## config.mk

```make
export PLATFORM = sky130hd
export DESIGN_NAME = ccalu_top
export DESIGN_NICKNAME = d
export VERILOG_FILES = /design/src/rtl/ccalu_pkg.sv /design/src/rtl/ccalu_rstsync.sv /design/src/rtl/ccalu_opmod.sv /design/src/rtl/ccalu_core.sv /design/src/rtl/ccalu_flagreg.sv /design/src/rtl/ccalu_top.sv
export SDC_FILE = /design/constraint.sdc
export NUM_CORES = 1
export LEC_CHECK = 0
export ABC_AREA = 1
export BUFFER_PORTS_ARGS = -buffer_cell sky130_fd_sc_hd__buf_4
export CAP_MARGIN = 5
export CORE_MARGIN = 3
export CORE_UTILIZATION = 50
export CTS_CLUSTER_DIAMETER = 60
export DETAILED_ROUTE_END_ITERATION = 8
export GPL_ROUTABILITY_DRIVEN = 0
export HOLD_SLACK_MARGIN = 0.06
export PLACE_DENSITY = 0.84
export SLEW_MARGIN = 20
export SYNTH_ARGS = -nofsm -noshare
export SYNTH_HDL_FRONTEND = slang
export SYNTH_SLANG_ARGS = --single-unit
```

## constraint.sdc

```tcl
create_clock -name clk -period 4.25 [get_ports clk]
set_input_delay 0.85 -clock clk [delete_from_list [all_inputs] [get_ports clk]]
set_output_delay 0.85 -clock clk [all_outputs]
set_load 0.005 [all_outputs]
```

## src/rtl/ccalu_pkg.sv

```systemverilog
package ccalu_pkg;

  localparam int FN_W = 3;

  localparam logic [FN_W-1:0] FN_ADD  = 3'b000;
  localparam logic [FN_W-1:0] FN_AND  = 3'b001;
  localparam logic [FN_W-1:0] FN_OR   = 3'b010;
  localparam logic [FN_W-1:0] FN_XOR  = 3'b011;
  localparam logic [FN_W-1:0] FN_PASS = 3'b100;

  // Stored status word, carry in the top bit
  typedef struct packed {
    logic c;
    logic v;
    logic z;
    logic n;
  } ccr_t;

  localparam int CCR_W = $bits(ccr_t);

endpackage

```

## src/rtl/ccalu_rstsync.sv

```systemverilog
module ccalu_rstsync #(
  parameter int STAGES = 2
) (
  input  logic clk,
  input  logic rst_n,
  output logic rst_sync_n
);

  logic [STAGES-1:0] chain_q;
  logic [STAGES-1:0] chain_d;

  always_comb begin
    chain_d = {chain_q[STAGES-2:0], 1'b1};
  end

  always_ff @(posedge clk or negedge rst_n) begin
    if (!rst_n) chain_q <= '0;
    else        chain_q <= chain_d;
  end

  assign rst_sync_n = chain_q[STAGES-1];

endmodule

```

## src/rtl/ccalu_opmod.sv

```systemverilog
module ccalu_opmod #(
  parameter int W = 16
) (
  input  logic [W-1:0] y_i,
  input  logic [W-1:0] bus_i,
  input  logic         zero_a_i,
  input  logic         inv_b_i,
  input  logic         cin_one_i,
  input  logic         cin_fwd_i,
  input  logic         c_stored_i,
  output logic [W-1:0] a_o,
  output logic [W-1:0] b_o,
  output logic         cin_o
);

  always_comb begin
    a_o = zero_a_i ? '0 : y_i;
    b_o = inv_b_i ? ~bus_i : bus_i;
    // forced one takes priority over the forwarded carry
    if (cin_one_i)      cin_o = 1'b1;
    else if (cin_fwd_i) cin_o = c_stored_i;
    else                cin_o = 1'b0;
  end

endmodule

```

## src/rtl/ccalu_core.sv

```systemverilog
module ccalu_core
  import ccalu_pkg::*;
#(
  parameter int W = 16
) (
  input  logic [W-1:0]    a_i,
  input  logic [W-1:0]    b_i,
  input  logic            cin_i,
  input  logic [FN_W-1:0] fn_i,
  output logic [W-1:0]    res_o,
  output ccr_t            flags_o
);

  localparam int MSB = W - 1;

  logic [W:0]   sum_w;
  logic [W-1:0] sum_lo;
  logic         add_ovf;

  always_comb begin
    sum_w   = {1'b0, a_i} + {1'b0, b_i} + {{W{1'b0}}, cin_i};
    sum_lo  = sum_w[W-1:0];
    add_ovf = (a_i[MSB] == b_i[MSB]) && (sum_lo[MSB] != a_i[MSB]);
  end

  always_comb begin
    flags_o = '0;
    unique case (fn_i)
      FN_ADD: begin
        res_o     = sum_lo;
        flags_o.c = sum_w[W];
        flags_o.v = add_ovf;
      end
      FN_AND:  res_o = a_i & b_i;
      FN_OR:   res_o = a_i | b_i;
      FN_XOR:  res_o = a_i ^ b_i;
      default: res_o = b_i;
    endcase
    flags_o.z = (res_o == '0);
    flags_o.n = res_o[MSB];
  end

endmodule

```

## src/rtl/ccalu_flagreg.sv

```systemverilog
module ccalu_flagreg
  import ccalu_pkg::*;
(
  input  logic clk,
  input  logic rst_n,
  input  logic load_i,
  input  ccr_t d_i,
  output ccr_t q_o
);

  ccr_t q_r;
  ccr_t q_nxt;

  always_comb begin
    q_nxt = q_r;
    if (load_i) q_nxt = d_i;
  end

  always_ff @(posedge clk or negedge rst_n) begin
    if (!rst_n) q_r <= '0;
    else        q_r <= q_nxt;
  end

  assign q_o = q_r;

endmodule

```

## src/rtl/ccalu_top.sv

```systemverilog
module ccalu_top
  import ccalu_pkg::*;
#(
  parameter int W         = 16,
  parameter int RST_STAGE = 2
) (
  input  logic            clk,
  input  logic            rst_n,
  input  logic [W-1:0]    y_in,
  input  logic [W-1:0]    bus_in,
  input  logic            zero_a,
  input  logic            inv_b,
  input  logic            cin_one,
  input  logic            cin_fwd,
  input  logic [FN_W-1:0] func,
  input  logic            set_cc,
  output logic [W-1:0]    result,
  output logic [CCR_W-1:0] flags_q
);

  logic         rst_sync_n;
  logic [W-1:0] a_mod;
  logic [W-1:0] b_mod;
  logic         cin_sel;
  ccr_t         ccr_nxt;
  ccr_t         ccr_q;

  ccalu_rstsync #(.STAGES(RST_STAGE)) u_rst (
    .clk        (clk),
    .rst_n      (rst_n),
    .rst_sync_n (rst_sync_n)
  );

  ccalu_opmod #(.W(W)) u_opmod (
    .y_i        (y_in),
    .bus_i      (bus_in),
    .zero_a_i   (zero_a),
    .inv_b_i    (inv_b),
    .cin_one_i  (cin_one),
    .cin_fwd_i  (cin_fwd),
    .c_stored_i (ccr_q.c),
    .a_o        (a_mod),
    .b_o        (b_mod),
    .cin_o      (cin_sel)
  );

  ccalu_core #(.W(W)) u_core (
    .a_i     (a_mod),
    .b_i     (b_mod),
    .cin_i   (cin_sel),
    .fn_i    (func),
    .res_o   (result),
    .flags_o (ccr_nxt)
  );

  ccalu_flagreg u_ccr (
    .clk    (clk),
    .rst_n  (rst_sync_n),
    .load_i (set_cc),
    .d_i    (ccr_nxt),
    .q_o    (ccr_q)
  );

  assign flags_q = ccr_q;

endmodule

```

==> reports/results.tsv <==
metric	value	unit
run status	completed	
share of the synthesized area in the top cell type	17.20	%
clock latency at the later pin of the worst-skew pair	0.23	ns
TritonCTS clock tree	done	
most used cell along the critical path	sky130_fd_sc_hd__nand2_1	
maximum root-to-sink buffer count	2	
buffer count from post-CTS setup fixing	0	
Seq/Total Area, Yosys	6.088	%
total iterations of the first detailed-routing run	5	
aggregate global routing overflow	0	
# nets final	553	
clock transition at the registers of the reported paths	0.04	ns
GRT Total Usage	23.70	%
layout-stage area growth over the synthesis result	20.70	%
part of the power in combinational logic	71.6	%
initial standard-cell utilization of the core	54.03	%
via-per-instance ratio	5.192	
share of flip-flops with an asynchronous set or reset after synthesis	100.0	%
Tcrit/Tclk final	93.00	%
Final HPWL DP	5593	um
DRC violations left	0	
ordered list of cells on the worst path	buf_4, xor2_1, inv_1, ha_1, nand2_1, inv_1, a21oi_1, nor2_1, nor3_1, nand2_1, nand2_1, nand3_1, a21oi_2, buf_4	
Filler Cell Count	447	
clock root buffer master	sky130_fd_sc_hd__clkbuf_8	
Netlist cell types	39	
relative contribution of the clock network to total power	16.8	%
hold-fix buffers at CTS	0	
net count after synthesis	497	
final setup TNS	0	ns
most common cell in the synthesized netlist	sky130_fd_sc_hd__nand2_1	
pin count of the biggest net entering global routing	20	
critical path capture point type	primary output	
leading area contributor after synthesis	sky130_fd_sc_hd__nand2_1	
Flop pwr share	11.6	%
category of the most critical setup path	input pin to primary output	
Worst IR Drop VDD	0.1248	mV
H-tree depth reported by CTS	1	
ratio of cells with drive above 1 in the final layout	22.27	%
Critical Path Max Stage Delay	0.38	ns
count of max-cap constraint violations	0	
dominant synthesized flop cell	sky130_fd_sc_hd__dfrtp_1	
required time of the worst setup path	3.40	ns
Max Slew Vio Count	0	
Final Hold Fails	0	
Routed WL	6952	um
Post-Synthesis Mean Instance Area	5.844	um^2
critical path fanouts, max	18	
first-pass GRT wire length	11800	um
worst clock skew on the final layout	0.007749	ns
time the final worst path needs with I/O delays and setup	3.953	ns
cell area after technology mapping	2466	um^2
IO Pins	62	
die extent in x	76.23	um
post-route antenna net violation count	0	
via count of the first global-routing pass	2711	
power spent charging and discharging nets	0.2593	mW
placed cells	538	
gate count of the mapped netlist	422	
setup violators final	0	
number of synthesized flops with an enable pin	0	
number of port buffers	61	
max_slew headroom	64.09	%
highest-delay cell along the critical path	sky130_fd_sc_hd__ha_1	
initial antenna violation count	0	
total number of yosys warnings	0	
Commonest cells post-synth	113 x sky130_fd_sc_hd__nand2_1, 71 x sky130_fd_sc_hd__inv_1, 39 x sky130_fd_sc_hd__nor2_1	
detailed router's first-iteration violation count	188	
Internal Dissipation	0.2809	mW
RSZ-0062 raised after global routing	no	
Seq cells post-synth	6	
kind of launch point of the worst setup path	input pin	
switching power as a share of total power	48.01	%
arrival time worst endpoint	3.10	ns
min-delay worst type	register to async pin	
number of antenna cells inserted	0	
die height	76.23	um
actual transition at the worst max-transition pin	0.5366	ns
floorplan row count	24	
final routed wire length divided by cell count	12.85	um
CTS resizes	0	
count of placed standard cells in the final layout, fillers left out	541	
core area	4564	um^2
top post-synthesis cells by area	sky130_fd_sc_hd__nand2_1 17%, sky130_fd_sc_hd__ha_1 16%, sky130_fd_sc_hd__inv_1 11%, sky130_fd_sc_hd__dfrtp_1 6.1%, sky130_fd_sc_hd__nor2_1 5.9%	
routed via count	2809	
Leak Pwr	1.717	nW
power density over the cells	181.5	nW/um^2
Fmax achieved	0.2530	GHz
number of sinks driven by the clock tree	6	
number of CTS-inserted buffers	3	
die area	5811	um^2
-- state kept, by name, indices dropped and copies added, names as in the netlist --
| signal | cells |
|---|---|
| u_rst.chain_q | 2 |
| u_ccr.q_o | 4 |
-- power groups by stage --
stage	combinational (mW)	sequential, mW	clock (mW)
final	0.387	0.0625	0.0907
after global routing	0.437	0.0630	0.0973
after CTS	0.383	0.0626	0.0916
after floorplan	0.265	0.0627	0
after detailed placement	0.382	0.0630	0
after global placement	0.373	0.0628	0
-- worst max-delay path: cells and delay by family --
family / cells / cell delay (ns)
fa+ha+maj: 1 / 0.38
buf+inv: 4 / 0.57
compound gates: 2 / 0.38
simple gates: 6 / 0.62
xor+xnor: 1 / 0.29
-- area by class of cell --
class	instances	area, um^2	share of cell area [%]
inverter	78	295.3	9.920
clock buffer	3	41.29	1.387
timing repair buffer	63	473.0	15.89
multi-input combinational	326	1936	65.03
sequential	6	150.1	5.044
tap	65	81.33	2.732
-- final timing paths --
| path | start | endpoint | slack [ns] | cells after the start |
|---|---|---|---|---|
| worst max-delay path | inv_b | result[13] | 0.30 | 14 |
| worst min register to register | u_rst.chain_q[1]$_DFF_PN0_ | u_ccr.q_o[1]$_DFFE_PN0P_ | 0.06 | 0 |
| max in group asynchronous | rst_n | u_rst.chain_q[1]$_DFF_PN0_ | 3.77 | 1 |
| min in group clk | u_rst.chain_q[0]$_DFF_PN0_ | u_rst.chain_q[1]$_DFF_PN0_ | 0.36 | 0 |
| worst max register to register | u_ccr.q_o[3]$_DFFE_PN0P_ | u_ccr.q_o[1]$_DFFE_PN0P_ | 1.86 | 18 |
| worst min-delay path | u_rst.chain_q[1]$_DFF_PN0_ | u_ccr.q_o[1]$_DFFE_PN0P_ | 0.06 | 0 |
-- layer usage --
| layer | up-vias | part of all wire (%) | global-route usage, % | wire, um |
|---|---|---|---|---|
| met4 | 0 | 0.83 | 6.159 | 58 |
| met5 | - | 0 | 0 | 0 |
| met3 | 6 | 7.3 | 4.374 | 508 |
| met1 | 1246 | 45 | 30.86 | 3122 |
| met2 | 106 | 47 | 40.07 | 3263 |
| li1 | 1451 | - | - | - |
-- logic make-up after synthesis --
family	synth area share (%)
simple gates	40.49
buf+inv	15.42
compound gates	15.47
fa+ha+maj	17.05
xor+xnor	5.327
flops	6.088
other cells	0.1521
-- through the flow --
step | worst slack (ns) | hold slack [ns] | instance area [um^2] | utilization [%] | total power, mW
2_1_floorplan | 0.6678 | 0.04029 | 2466 | - | 0.3280
3_3_place_gp | 0.3984 | 0.05515 | 2935 | 64.31 | 0.4357
3_5_place_dp | 0.3163 | 0.06444 | 2935 | 64.31 | 0.4446
4_1_cts | 0.3123 | 0.06788 | 2977 | 65.21 | 0.5377
5_1_grt | 0.05461 | 0.09344 | 2977 | 65.21 | 0.5969
6_report | 0.2973 | 0.06147 | 2977 | 65.21 | 0.5402
-- cell usage in the layout (no fill, tap or decap), drive strengths merged, types with 3 or more instances in the layout --
cell / Yosys / routed
inv: 78 / 78
xnor2: 8 / 8
xor2: 7 / 7
nand4: 5 / 5
ha: 32 / 32
a211oi: 6 / 6
nand3: 33 / 33
buf: 10 / 63
a221oi: 6 / 6
dfrtp: 6 / 6
nor2: 42 / 42
clkbuf: 2 / 3
a21oi: 21 / 21
nand2: 130 / 130
o21ai: 16 / 16
nand3b: 5 / 5
nor3: 3 / 3
Note: power is estimated with default switching activity, not from simulation.
